[src/rtl/tmrScrubPkg.sv]
package tmrScrubPkg;
  localparam int NUM_COPIES = 3;
  localparam logic [1:0] INJ_NONE = 2'd3;

  typedef struct packed {
    logic                  loadNew;
    logic [NUM_COPIES-1:0] injHit;
  } tmrStrobe_t;
endpackage

[src/rtl/tmrVoter.sv]
module tmrVoter #(
  parameter int WIDTH = 8
) (
  input  logic [WIDTH-1:0] a,
  input  logic [WIDTH-1:0] b,
  input  logic [WIDTH-1:0] c,
  output logic [WIDTH-1:0] y
);
  // bitwise two-of-three majority
  always_comb y = (a & b) | (b & c) | (a & c);
endmodule

[src/rtl/tmrScrubCtrl.sv]
module tmrScrubCtrl
  import tmrScrubPkg::*;
(
  input  logic       wrEn,
  input  logic [1:0] injSel,
  output tmrStrobe_t strobe
);
  always_comb strobe.loadNew = wrEn;

  for (genvar k = 0; k < NUM_COPIES; k++) begin : gSel
    always_comb strobe.injHit[k] = (injSel == 2'(k)) && (injSel != INJ_NONE);
  end
endmodule

[src/rtl/tmrScrubData.sv]
module tmrScrubData
  import tmrScrubPkg::*;
#(
  parameter int WIDTH = 8
) (
  input  logic             clk,
  input  logic             rstN,
  input  tmrStrobe_t       strobe,
  input  logic [WIDTH-1:0] dataIn,
  input  logic [WIDTH-1:0] injMask,
  output logic [WIDTH-1:0] copyQ [NUM_COPIES],
  output logic [WIDTH-1:0] dataOut,
  output logic             mismatch
);
  logic [WIDTH-1:0] votedQ [NUM_COPIES];
  logic [WIDTH-1:0] nextQ  [NUM_COPIES];

  for (genvar k = 0; k < NUM_COPIES; k++) begin : gCopy
    tmrVoter #(.WIDTH(WIDTH)) uRefreshVote (
      .a(copyQ[0]), .b(copyQ[1]), .c(copyQ[2]), .y(votedQ[k])
    );

    always_comb begin
      nextQ[k] = strobe.loadNew ? dataIn : votedQ[k];
      if (strobe.injHit[k]) nextQ[k] = nextQ[k] ^ injMask;
    end

    always_ff @(posedge clk or negedge rstN) begin
      if (!rstN) copyQ[k] <= '0;
      else       copyQ[k] <= nextQ[k];
    end
  end

  tmrVoter #(.WIDTH(WIDTH)) uOutVote (
    .a(copyQ[0]), .b(copyQ[1]), .c(copyQ[2]), .y(dataOut)
  );

  always_comb mismatch = (copyQ[0] != copyQ[1]) || (copyQ[1] != copyQ[2]);
endmodule

[src/rtl/tmrScrubReg.sv]
module tmrScrubReg
  import tmrScrubPkg::*;
#(
  parameter int WIDTH = 8
) (
  input  logic             clk,
  input  logic             rstN,
  input  logic             wrEn,
  input  logic [WIDTH-1:0] dataIn,
  input  logic [1:0]       injSel,
  input  logic [WIDTH-1:0] injMask,
  output logic [WIDTH-1:0] dataOut,
  output logic             mismatch
);
  tmrStrobe_t       strobe;
  logic [WIDTH-1:0] copyQ [NUM_COPIES];

  tmrScrubCtrl uCtrl (
    .wrEn(wrEn), .injSel(injSel), .strobe(strobe)
  );

  tmrScrubData #(.WIDTH(WIDTH)) uData (
    .clk(clk), .rstN(rstN), .strobe(strobe), .dataIn(dataIn),
    .injMask(injMask), .copyQ(copyQ), .dataOut(dataOut), .mismatch(mismatch)
  );
endmodule

[config.mk]
export PLATFORM = sky130hd
export DESIGN_NAME = tmrScrubReg
export DESIGN_NICKNAME = d
export VERILOG_FILES = /design/src/rtl/tmrScrubPkg.sv /design/src/rtl/tmrVoter.sv /design/src/rtl/tmrScrubCtrl.sv /design/src/rtl/tmrScrubData.sv /design/src/rtl/tmrScrubReg.sv
export SDC_FILE = /design/constraint.sdc
export NUM_CORES = 1
export LEC_CHECK = 0
export ABC_AREA = 1
export BUFFER_PORTS_ARGS = -buffer_cell sky130_fd_sc_hd__buf_2
export CAP_MARGIN = 20
export CORE_ASPECT_RATIO = 0.8
export CORE_MARGIN = 2
export CORE_UTILIZATION = 49
export DETAILED_ROUTE_END_ITERATION = 6
export GPL_ROUTABILITY_DRIVEN = 0
export PLACE_DENSITY_LB_ADDON = 0.05
export SYNTH_ARGS = -nofsm -noshare
export SYNTH_HDL_FRONTEND = slang
export SYNTH_SLANG_ARGS = --single-unit
[constraint.sdc]
create_clock -name clk -period 1.25 [get_ports clk]
set_input_delay 0.25 -clock clk [delete_from_list [all_inputs] [get_ports clk]]
set_output_delay 0.25 -clock clk [all_outputs]
set_load 0.1 [all_outputs]
* Yosys cells after proc, flatten, opt, wreduce, memory -nomap -nowiden *
Cells that the tools add are included.

word-level totals
  bits in registers = 24
  input port bits = 21
  output and inout port bits = 9
  logic and storage cells = 23

operators by class
  eq/ne operators = 5
  multiplexer cells = 4
  bitwise gates (word level) = 6
  reductions and logical operators = 5

operators with widths
  cell                                           count
  2-to-1 mux 8 bit                               4
  bitwise AND 8 bit                              3
  inequality test 8 bit                          2
  OR 8 bit                                       2
  bitwise XOR 8 bit                              1
  logical AND 1 bit                              3
  == test 2 x 1 -> 1 bit, second input constant  1
  == test 2 bit, second input constant           1
  logical NOT 2 bit                              1
  inequality test 2 bit, second input constant   1
  logical OR 1 bit                               1

* Logic depth before layout (Yosys ltp) *
Gate-level depths: netlist of run 1.

  word-level depth = 6
  gate-level depth with buffers = 7
  gate-level depth less buffers = 7

* Hierarchy *
Synthesis of run 1 repeated with hierarchy kept, for this count alone.

unflattened totals
  cell total of the unflattened synthesis = 379
  area total of the unflattened synthesis = 2,293.4 um^2

by module, submodules not included
  module        times used  cells an instance  area each (um^2)
  tmrScrubData  1           245                1,586.5
  tmrVoter      4           32                 170.2
  tmrScrubCtrl  1           6                  26.3

* Worst setup path before layout of run 1 *
Ideal clock, no wire load.

  path kind = register to output
  start = register uData.copyQ[5] in the netlist's numbering
  end = output mismatch
  data arrival time = 1.666 ns
  data required time = 1.000 ns
  slack = -0.666 ns
  cell stages (with the launch flop) = 4
  buffers on the path = 0
  cell sequence = dfrtp_1 ha_1 nor4_1 nand3b_1

between the ends
  cells in the longest elaborated chain, start to end = 2

ends and longest elaborated chain
  item                               line                source
  from (decl)                        tmrScrubData.sv:11  output logic [WIDTH-1:0] copyQ [NUM_COPIES],
  from (signal, indexed assignment)  tmrScrubData.sv:30  else copyQ[k] <= nextQ[k];
  inequality test 8 bit              tmrScrubData.sv:38  always_comb mismatch = (copyQ[0] != copyQ[1]) || (copyQ[1] != copyQ[2]);
  logical OR 1 bit                   tmrScrubData.sv:38
  to (decl)                          tmrScrubReg.sv:13   output logic mismatch

Every way passes these cells.

* Worst setup path in the final report of run 1 *
  start = register uData.copyQ[15] in the netlist's numbering
  end = output mismatch

between the ends
  cells in the longest elaborated chain, start to end = 2
  elaborated cells between the ends (all ways) = 3
  classes of those cells = eq/ne: 2; reduce/logical: 1

ends and longest elaborated chain
  item                   line
  inequality test 8 bit  tmrScrubData.sv:38
  logical OR 1 bit *     tmrScrubData.sv:38

Mark *: on every way between the ends. The rest lies on a longest branch, timed or not.

==> results of run 1 <==
==> layer usage <==
| layer | GRT usage, % | up-vias | wire length (um) |
|---|---|---|---|
| li1 | - | 771 | - |
| met1 | 27.5 | 822 | 2110 |
| met5 | 0 | - | 0 |
| met4 | 16.7 | 0 | 200 |
| met3 | 3.91 | 19 | 265 |
| met2 | 43.8 | 67 | 3030 |
==> path summary, 6_finish.rpt <==
kind | endpoint | cells after the start | slack (ps) | from
worst max-delay path | mismatch | 5 | -680 | uData.copyQ[15]
worst min-delay path | uData.copyQ[15] | 5 | 330 | injMask[7]
worst max register to register | uData.copyQ[0] | 8 | -190 | uData.copyQ[8]
worst min register to register | uData.copyQ[10] | 6 | 880 | uData.copyQ[2]
max in group asynchronous | uData.copyQ[17] | 2 | 400 | rstN
min in group asynchronous | uData.copyQ[10] | 2 | 460 | rstN
==> final cells by class <==
class	instances	share of cell area (%)
clock inverter	1	1.11
clock buffer	3	1.53
multi-input combinational	163	54.3
sequential	24	22.3
timing repair buffer	46	16.0
inverter	21	2.92
tap	40	1.85
==> metrics by stage <==
stage	setup slack (ps)	hold slack (ps)	power, mW	instances
2_1_floorplan	-666	-45.6	2.09	209
3_3_place_gp	-411	255	2.33	279
3_5_place_dp	-433	247	2.37	279
4_1_cts	-608	314	3.66	292
5_1_grt	-701	346	4.34	298
6_report	-679	331	4.20	298
==> critical path, stage by stage (launching register included) <==
cell	delay, ps
dfrtp_1	410
ha_2	290
nor2_2	150
nand4_1	110
nand3b_1	230
buf_12	200
==> cells by family after synthesis <==
| kind of cell | Yosys count | share of synthesized area [%] |
|---|---|---|
| and+or+nand+nor | 147 | 42.4 |
| adders and majority gates | 16 | 12.9 |
| buffers and inverters | 22 | 5.83 |
| DFF | 24 | 38.8 |
==> cell usage in the layout (no fill, tap or decap) <==
master	count
nand4_1	1
buf_12	9
bufinv_16	1
dfrtp_1	22
ha_4	5
buf_4	10
or2_1	8
nand3b_1	1
nand2_1	49
nand3_4	6
nand3_1	2
buf_2	20
buf_6	6
inv_1	12
dfrtp_2	2
nor2_2	3
nand2_4	23
clkbuf_8	3
nor2_1	1
inv_2	9
nor4_4	2
nor2_4	10
dlygate4sd3_1	1
nand2_2	9
nand3_2	32
ha_2	11
==> synth_stat cells, drive strengths merged <==
| cell type | n | share of area [%] |
|---|---|---|
| buf | 1 | 0.73 |
| dfrtp | 24 | 39 |
| ha | 16 | 13 |
| inv | 21 | 5.1 |
| nand2 | 81 | 20 |
| nand3 | 40 | 13 |
| nand3b | 1 | 0.49 |
| nand4 | 1 | 0.40 |
| nor2 | 14 | 4.4 |
| nor4 | 2 | 0.81 |
| or2 | 8 | 3.2 |
==> power by group <==
part | switching, mW | total [mW] | internal [mW] | leakage, nW
clock | 0.281 | 0.710 | 0.429 | 0.0357
sequential | 0.120 | 1.02 | 0.903 | 0.273
combinational | 1.49 | 2.47 | 0.979 | 0.996
total | 1.89 | 4.20 | 2.31 | 1.30
==> repair_timing <==
action / 4_1_cts / 5_1_grt
setup endpoints to repair: 33 / 33
hold buffers: 1 / 0
pin swaps: 22 / 27
gates cloned: 0 / 0
gates resized for setup: 95 / 82
setup buffers: 8 / 10
hold endpoints to repair: 24 / 0
==> summary.md, run 1 <==
| Metric | Value |
|---|---|
| DRT iter0 DRCs | 87 |
| DP Area | ~1800 um2 |
| Clk pin slew, worst setup/hold paths | approximately 90 ps |
| Total routed wirelength | 5610 um |
| CTS max path bufs | 2 |
| Crit start category | flop |
| Die height | 54.3 um |
| DRT antenna net count | 0 |
| Fin Setup TNS | -4980 ps |
| Clock latency on the worst-skew pair | around 280 ps |
| Number of iterations in the first detailed-routing pass | 4 |
| Flops & latches, synth | 24 |
| Sequential-to-total area share from yosys stat | approximately 39% |
| Worst Slack Setup Final | -679 ps |
| Largest net degree at the start of global routing | 25 |
| I/O pin cnt | 30 |
| Final core utilization | 88.9% |
| Biggest regs | uData.copyQ (24) |
| Critical path type | flop to output pin |
| Antenna diodes | 0 |
| Design area | approximately 2700 um2 |
| FMAX | ~520 MHz |
| Vias/cell | 5.63 |
| Slew HR | 64.9% |
| Synthesized area | ~1500 um2 |
| Period utilization | 154% |
| Row count | 18 |
| Number of flip-flops in the largest register | 24 |
| Synth-to-layout area growth | 74.8% |
| Min cycle time layout | slightly below 2000 ps |
| HP Class | primary input to flop |
| Maximum vdd drop | about 1.0 mV |
| Global-route wire length before repair | around 6300 um |
| Num CTS Buffers | 3 |
| Tightest Pin Transition | between 500 and 600 ps |
| Area of the multi-input gates | roughly 1500 um2 |
| Initial antenna violation count | 0 |
| Synth Instances | between 200 and 250 |
| # fillers | 130 |
| Outcome | complete, but fails checks |
| Max Cap Viol | 0 |
| Yosys cell types | 14 |
| H-tree levels | 1 |
| Slew Viols, Final | 0 |
| Setup crit end kind | output pin |
| CTS root buf | clkbuf_8 |
| CP arrival | roughly 1700 ps |
| Synth Area per Inst | between 7 and 8 um2 |
| Syn_nets | 246 |
| Clock skew | 0.987 ps |
| Fraction of layout cells with a size suffix above 1 | 62.4% |
| Mean routed wirelength per cell | roughly 19 um |
| Critical Path RT | 1000 ps |
| GRT Util Overall | between 20% and 30% |
| I/O Buffers | 29 |
| GRT overflow | 0 |
| Total number of vias | between 1500 and 2000 |
| Final setup fails | 31 |
| Core Area | roughly 3000 um2 |
| CTS tree | yes |
| Leak Pwr | approximately 1.3 nW |
| # nets final | ~300 |
| Number of synthesis warnings | 0 |
| Violated checks | negative setup slack |
| Largest reg by FF count | uData.copyQ |
| Initial Util | 50.9% |
| Number of remaining DRC errors | 0 |
| Final Hold Viols | 0 |
| Die area | 3620 um2 |
| DP HPWL | roughly 2800 um |
| Reg area | roughly 600 um2 |
| RSZ-0062 raised after global routing | yes |
| Power Density | around 1600 nW/um2 |
| Die width | between 60 and 70 um |
| Vias in the first global route | 1498 |
| Crit-path max FO | 2 |
| CTS Sinks | 24 |
(Power assumes the default switching activity.)
==> run 2, diff against run 1 <==
--- a/config.mk
+++ b/config.mk
@@ -13,6 +13,7 @@
 export CORE_UTILIZATION = 49
 export DETAILED_ROUTE_END_ITERATION = 6
 export GPL_ROUTABILITY_DRIVEN = 0
+export MAX_ROUTING_LAYER = met4
 export PLACE_DENSITY_LB_ADDON = 0.05
 export SYNTH_ARGS = -nofsm -noshare
 export SYNTH_HDL_FRONTEND = slang
==> summary.md, run 2 (synthesis results as in run 1) <==
| Metric | Value |
|---|---|
| Outcome | complete, but fails checks (unchanged) |
| Violated checks | negative setup slack (unchanged) |
| Core Area | 3040 um2 (unchanged) |
| HP Class | primary input to flop (unchanged) |
| H-tree levels | 1 (unchanged) |
| Global-route wire length before repair | 6320 um (unchanged) |
| Critical Path RT | 1000 ps (about the same) |
| FMAX | 521 MHz (was 519 MHz) |
| Clk pin slew, worst setup/hold paths | 90 ps (about the same) |
| CTS root buf | clkbuf_8 (unchanged) |
| Initial antenna violation count | 0 (unchanged) |
| CTS Sinks | 24 (unchanged) |
| GRT overflow | 0 (unchanged) |
| Fin Setup TNS | -4930 ps (was -4980 ps) |
| Final Hold Viols | 0 (unchanged) |
| Antenna diodes | 0 (unchanged) |
| # fillers | 130 (unchanged) |
| Die height | 54.3 um (unchanged) |
| Vias in the first global route | 1498 (unchanged) |
| Die area | 3620 um2 (unchanged) |
| Period utilization | 154% (about the same) |
| Slew HR | 66.1% (was 64.9%) |
| Number of iterations in the first detailed-routing pass | 4 (unchanged) |
| DRT iter0 DRCs | 63 (was 87) |
| Commonest non-fill, non-tap cells in the layout | nand2_1, nand3_2, nand2_4, dfrtp_1, buf_2 (unchanged) |
| Total power draw | 4.19 mW (was 4.20 mW) |
| Synth-to-layout area growth | 74.8% (unchanged) |
| Maximum vdd drop | 1.03 mV (about the same) |
| Num CTS Buffers | 3 (unchanged) |
| Number of remaining DRC errors | 0 (unchanged) |
| Power Density | 1550 nW/um2 (about the same) |
| RSZ-0062 raised after global routing | yes (unchanged) |
| Slew Viols, Final | 0 (unchanged) |
| Largest reg by FF count | uData.copyQ (unchanged) |
| Min cycle time layout | 1920 ps (was 1930 ps) |
| Clock skew | 1.92 ps (was 0.987 ps) |
| Worst Slack Setup Final | -670 ps (was -679 ps) |
| Max Cap Viol | 0 (unchanged) |
| Total number of vias | 1705 (was 1679) |
| Setup crit end kind | output pin (unchanged) |
| Worst path slowest cell | dfrtp_1 (unchanged) |
| Vias/cell | 5.72 (was 5.63) |
| Delay-heaviest family, CP | simple AND/OR/NAND/NOR gates (unchanged) |
| Largest net degree at the start of global routing | 25 (unchanged) |
| Number of flip-flops in the largest register | 24 (unchanged) |
| Final setup fails | 31 (unchanged) |
| GRT Util Overall | 25.2% (was 24.5%) |
| Fraction of layout cells with a size suffix above 1 | 62.4% (unchanged) |
| Initial Util | 50.9% (unchanged) |
| Crit start category | flop (unchanged) |
| DP HPWL | 2750 um (unchanged) |
| CTS tree | yes (unchanged) |
| Row count | 18 (unchanged) |
| CP arrival | 1670 ps (was 1680 ps) |
| I/O Buffers | 29 (unchanged) |
| Clock latency on the worst-skew pair | 280 ps (about the same) |
| Crit path cell chain | ha_2 > nor2_2 > nand4_1 > nand3b_1 > buf_12 (unchanged) |
| Tightest Pin Transition | 509 ps (was 527 ps) |
| Total routed wirelength | 5580 um (was 5610 um) |
| Crit-path max FO | 2 (unchanged) |
| Mean routed wirelength per cell | 18.7 um (was 18.8 um) |
| Buffers & Inverters on Critical Path | 1 (unchanged) |
| Die width | 66.8 um (unchanged) |
| Commonest non-fill, non-tap cell in the layout | nand2_1 (unchanged) |
| Critical path type | flop to output pin (unchanged) |
| DRT antenna net count | 0 (unchanged) |
| # nets final | 296 (unchanged) |
| Biggest regs | uData.copyQ (24) (unchanged) |
| Crit path largest cell delay | 400 ps (was 410 ps) |
| I/O pin cnt | 30 (unchanged) |
| CTS max path bufs | 2 (unchanged) |
| Leak Pwr | 1.30 nW (unchanged) |
[run 2: final cells by class]
type / count / area [um2] / area share [%]
Inverter: 21 / 78.8 / 2.92
Clock inverter: 1 / 30.0 / 1.11
Clock buffer: 3 / 41.3 / 1.53
Tap cell: 40 / 50.0 / 1.85
Multi-Input combinational cell: 163 / 1470 / 54.3
Timing Repair Buffer: 46 / 433 / 16.0
Sequential cell: 24 / 603 / 22.3
[run 2: worst min-delay path, delay by kind of cell]
| kind | cells | cell delay (ps) |
|---|---|---|
| and+or+nand+nor | 3 | 180 |
| buffers and inverters | 2 | 150 |
[run 2: per-stage QoR]
stage | util, % | cell area (um2) | instances | setup WS, ps | hold slack (ps)
6_report | 88.9 | 2700 | 298 | -670 | 335
5_1_grt | 88.9 | 2700 | 298 | -698 | 350
4_1_cts | 75.7 | 2300 | 292 | -608 | 314
3_5_place_dp | 59.4 | 1810 | 279 | -433 | 247
3_3_place_gp | 59.4 | 1810 | 279 | -411 | 255
2_1_floorplan | - | 1610 | 209 | -666 | -45.6
[run 2: what timing repair did]
action | 4_1_cts | 5_1_grt
resized for setup | 95 | 82
endpoints found under the hold margin | 24 | 0
hold buffers | 1 | 0
endpoints found under the setup margin | 33 | 33
pin swaps | 22 | 27
buffers inserted | 8 | 10
[run 2: final timing paths]
check | slack [ps] | cells after the start | from | to
setup reg to reg | -180 | 8 | uData.copyQ[8] | uData.copyQ[0]
hold reg to reg | 880 | 6 | uData.copyQ[2] | uData.copyQ[10]
hold / removal | 330 | 5 | injMask[7] | uData.copyQ[15]
min in group asynchronous | 460 | 2 | rstN | uData.copyQ[10]
setup / recovery | -670 | 5 | uData.copyQ[15] | mismatch
max in group asynchronous | 420 | 2 | rstN | uData.copyQ[17]
[run 2: routing by layer]
layer,global-route usage [%],part of all wire [%],vias up
met5,-,0,-
met4,16.7,3.4,0
met3,3.70,3.7,20
met2,43.8,55,60
met1,27.6,38,852
li1,-,-,773
[run 2: where the power goes]
part,total [mW],internal (mW),switching [mW]
sequential,1.02,0.903,0.120
clock,0.702,0.429,0.273
combinational,2.47,0.979,1.49
==> run 3, diff against run 2 <==
--- a/config.mk
+++ b/config.mk
@@ -5,12 +5,12 @@
 export SDC_FILE = /design/constraint.sdc
 export NUM_CORES = 1
 export LEC_CHECK = 0
-export ABC_AREA = 1
+export ABC_AREA = 0
 export BUFFER_PORTS_ARGS = -buffer_cell sky130_fd_sc_hd__buf_2
 export CAP_MARGIN = 20
 export CORE_ASPECT_RATIO = 0.8
 export CORE_MARGIN = 2
-export CORE_UTILIZATION = 49
+export CORE_UTILIZATION = 48
 export DETAILED_ROUTE_END_ITERATION = 6
 export GPL_ROUTABILITY_DRIVEN = 0
 export MAX_ROUTING_LAYER = met4
==> summary.md, run 3 <==
| Metric | Value |
|---|---|
| Outcome | complete, but fails checks (unchanged) |
| Violated checks | negative setup slack (unchanged) |
| I/O pin cnt | 30 (unchanged) |
| Worst r2r path cells | 6 (was 8) |
| CTS tree | yes (unchanged) |
| Die height | 51.5 um (was 54.3 um) |
| Vias in the first global route | 1059 (was 1498) |
| Syn_nets | 152 (was 246) |
| Int Pwr | 3.58 mW (was 2.31 mW) |
| Setup slack, reg-to-reg | -460 ps (was -180 ps) |
| Commonest non-fill, non-tap cells in the layout | nand2_1, dfrtp_1, buf_2, buf_4 (was nand2_1, nand3_2, nand2_4, dfrtp_1, buf_2) |
| Synth area leaders | dfrtp_1, xnor2_1, ha_1 (was dfrtp_1, nand2_1, ha_1) |
| Comb power frac | 73.5% (was 58.8%) |
| Antenna diodes | 0 (unchanged) |
| Flops & latches, synth | 24 (unchanged) |
| Worst Slack Setup Final | -660 ps (was -670 ps) |
| Leak Pwr | 0.968 nW (was 1.30 nW) |
| Sequential-to-total area share from yosys stat | 44.4% (was 38.8%) |
| Total number of vias | 1028 (was 1705) |
| Synth-to-layout area growth | 65.5% (was 74.8%) |
| DRT iter0 DRCs | 27 (was 63) |
| Synth Area per Inst | 11.8 um2 (was 7.40 um2) |
| Fraction of layout cells with a size suffix above 1 | 61.9% (was 62.4%) |
| Max Cap Viol | 0 (unchanged) |
| Largest reg by FF count | uData.copyQ (unchanged) |
| Final setup fails | 33 (was 31) |
| Commonest cells in the netlist | dfrtp_1, nand2_1, xnor2_1, ha_1 (was nand2_1, nand3_1, dfrtp_1, inv_1, ha_1) |
| Number of synthesis warnings | 0 (unchanged) |
| Clock latency on the worst-skew pair | 320 ps (was 280 ps) |
| Clock Power Share | 5.2% (was 16.8%) |
| Crit start category | flop (unchanged) |
| FMAX | 524 MHz (was 521 MHz) |
| Total routed wirelength | 3100 um (was 5580 um) |
| CTS Sinks | 24 (unchanged) |
| HP Class | primary input to flop (unchanged) |
| Tightest Pin Transition | 520 ps (was 509 ps) |
| # nets final | 207 (was 296) |
| Switching Share | 45.1% (was 44.9%) |
| Crit-path max FO | 2 (unchanged) |
| Number of iterations in the first detailed-routing pass | 4 (unchanged) |
| CTS root buf | clkbuf_4 (was clkbuf_8) |
| Initial Util | 49.6% (was 50.9%) |
| Hold Path Cell Cnt | 3 (was 5) |
| Period utilization | 153% (was 154%) |
| DP HPWL | 2080 um (was 2750 um) |
| Fin Setup TNS | -11120 ps (was -4930 ps) |
| RSZ-0062 raised after global routing | yes (unchanged) |
| Clk pin slew, worst setup/hold paths | 130 ps (was 90 ps) |
| Mean routed wirelength per cell | 15.0 um (was 18.7 um) |
| Slew HR | 65.3% (was 66.1%) |
| Reg2reg end | uData.copyQ[5] (was uData.copyQ[0]) |
| Final Hold Viols | 0 (unchanged) |
| GRT overflow | 0 (unchanged) |
| Maximum vdd drop | 1.92 mV (was 1.03 mV) |
| Number of remaining DRC errors | 0 (unchanged) |
| Largest area contributor in the netlist | dfrtp_1 (unchanged) |
| Core Area | 2720 um2 (was 3040 um2) |
| Commonest non-fill, non-tap cell in the layout | nand2_1 (unchanged) |
| Synth Flop Type | dfrtp_1 (unchanged) |
| CTS max path bufs | 2 (unchanged) |
| Post-synth EDFFs | 0 (unchanged) |
| Largest net degree at the start of global routing | 25 (unchanged) |
| Slew Viols, Final | 0 (unchanged) |
| Worst r2r src | uData.copyQ[21] (was uData.copyQ[8]) |
| Vias/cell | 4.99 (was 5.72) |
| Hold-critical path endpoint | uData.copyQ[12] (was uData.copyQ[15]) |
| Top cell type's share of synthesized area | 44.4% (was 38.8%) |
| Synthesized area | 1350 um2 (was 1550 um2) |
| I/O Buffers | 29 (unchanged) |
| Synth Instances | 115 (was 209) |
| Die width | 63.3 um (was 66.8 um) |
| Biggest regs | uData.copyQ (24) (unchanged) |
| Asr flop ratio synth | 100% (unchanged) |
| Initial antenna violation count | 0 (unchanged) |
| H-tree levels | 1 (unchanged) |
| Num CTS Buffers | 3 (unchanged) |
| Critical Path RT | 1000 ps (about the same) |
| GRT Util Overall | 20.6% (was 25.2%) |
| Global-route wire length before repair | 4840 um (was 6320 um) |
| Die area | 3260 um2 (was 3620 um2) |
| Yosys cell types | 12 (was 14) |
| Critical path type | flop to output pin (unchanged) |
| Power Density | 2920 nW/um2 (was 1550 nW/um2) |
| Row count | 17 (was 18) |
| DRT antenna net count | 0 (unchanged) |
| Setup crit end kind | output pin (unchanged) |
| CP arrival | 1660 ps (was 1670 ps) |
| Clock skew | 0.392 ps (was 1.92 ps) |
| Min cycle time layout | 1910 ps (was 1920 ps) |
| Hold_sp | injMask[4] (was injMask[7]) |
| Sequential Power Share | 21.3% (was 24.4%) |
| Final core utilization | 82.1% (was 88.9%) |
| Net Switching | 2.94 mW (was 1.88 mW) |
| Number of flip-flops in the largest register | 24 (unchanged) |
-- run 3: cell types whose count changed after synthesis, sizes merged, moves of 13 or more --
cell,delta
nand2,-57
xnor2,+24
inv,-21
nand3,-40
nor2,-13
-- run 3: worst max-delay path by stage --
stage                     from  endpoint  slack [ps]
3_3_place_gp    uData.copyQ[9]  mismatch        -470
2_1_floorplan   uData.copyQ[5]  mismatch        -840
4_1_cts        uData.copyQ[22]  mismatch        -670
5_1_grt        uData.copyQ[21]  mismatch        -740
3_5_place_dp    uData.copyQ[9]  mismatch        -450
6_report       uData.copyQ[21]  mismatch        -660
-- run 3: logic make-up (layout without fill, tap and decap cells) --
logic type                 Yosys count  after routing  synth area share [%]
xor gates and xnor gates            24             24                  15.6
adders and majority gates           16             16                  14.8
AOI/OAI and AO/OA                    8              8                  5.19
DFF                                 24             24                  44.4
muxes                                8              8                  8.89
and+or+nand+nor                     32             32                  10.2
buffers and inverters                3             56                 0.926
-- run 3: metrics by stage --
step,area (um2),instances,setup WS [ps],power (mW),hold WS [ps]
after floorplan,1430,115,-837,3.69,-45.6
after global placement,1720,193,-471,4.30,242
after detailed placement,1720,193,-452,4.38,254
after CTS,2090,203,-666,6.02,196
after global routing,2240,206,-735,6.87,191
final,2240,206,-660,6.52,192
-- run 3: metal layers --
layer / GRT usage (%) / vias to the layer above / wire length, um
met3: 1.98 / 2 / 96
li1: - / 507 / -
met1: 24.2 / 494 / 1270
met2: 38.4 / 25 / 1710
met4: 5.43 / 0 / 23
met5: - / - / 0
-- run 3: worst max-delay path: stages (launching register included) --
cell and delay, ps:
dfrtp_1 470, ha_4 270, nor4_4 230, nand4_1 150, buf_8 210
-- run 3: area by class of cell --
| type | instances | area (um2) |
|---|---|---|
| multi-input cells | 88 | 1090 |
| flip-flops and latches | 24 | 603 |
| fillers | 148 | 487 |
| repair buffers | 53 | 477 |
| well taps | 38 | 47.5 |
| clock buffers | 3 | 22.5 |
-- run 3: power groups by stage --
stage	Combinational [mW]	Clock (mW)	Sequential, mW
3_5_place_dp	3.08	0	1.30
4_1_cts	4.35	0.338	1.34
3_3_place_gp	3.04	0	1.26
2_1_floorplan	2.42	0	1.27
6_report	4.79	0.340	1.39
5_1_grt	5.07	0.370	1.43
-- run 3: what timing repair did --
action	in CTS	in global routing
pin swaps	21	16
setup endpoints to repair	33	33
setup buffers	6	5
hold buffers	1	0
gates resized for setup	59	19
endpoints found under the hold margin	24	0
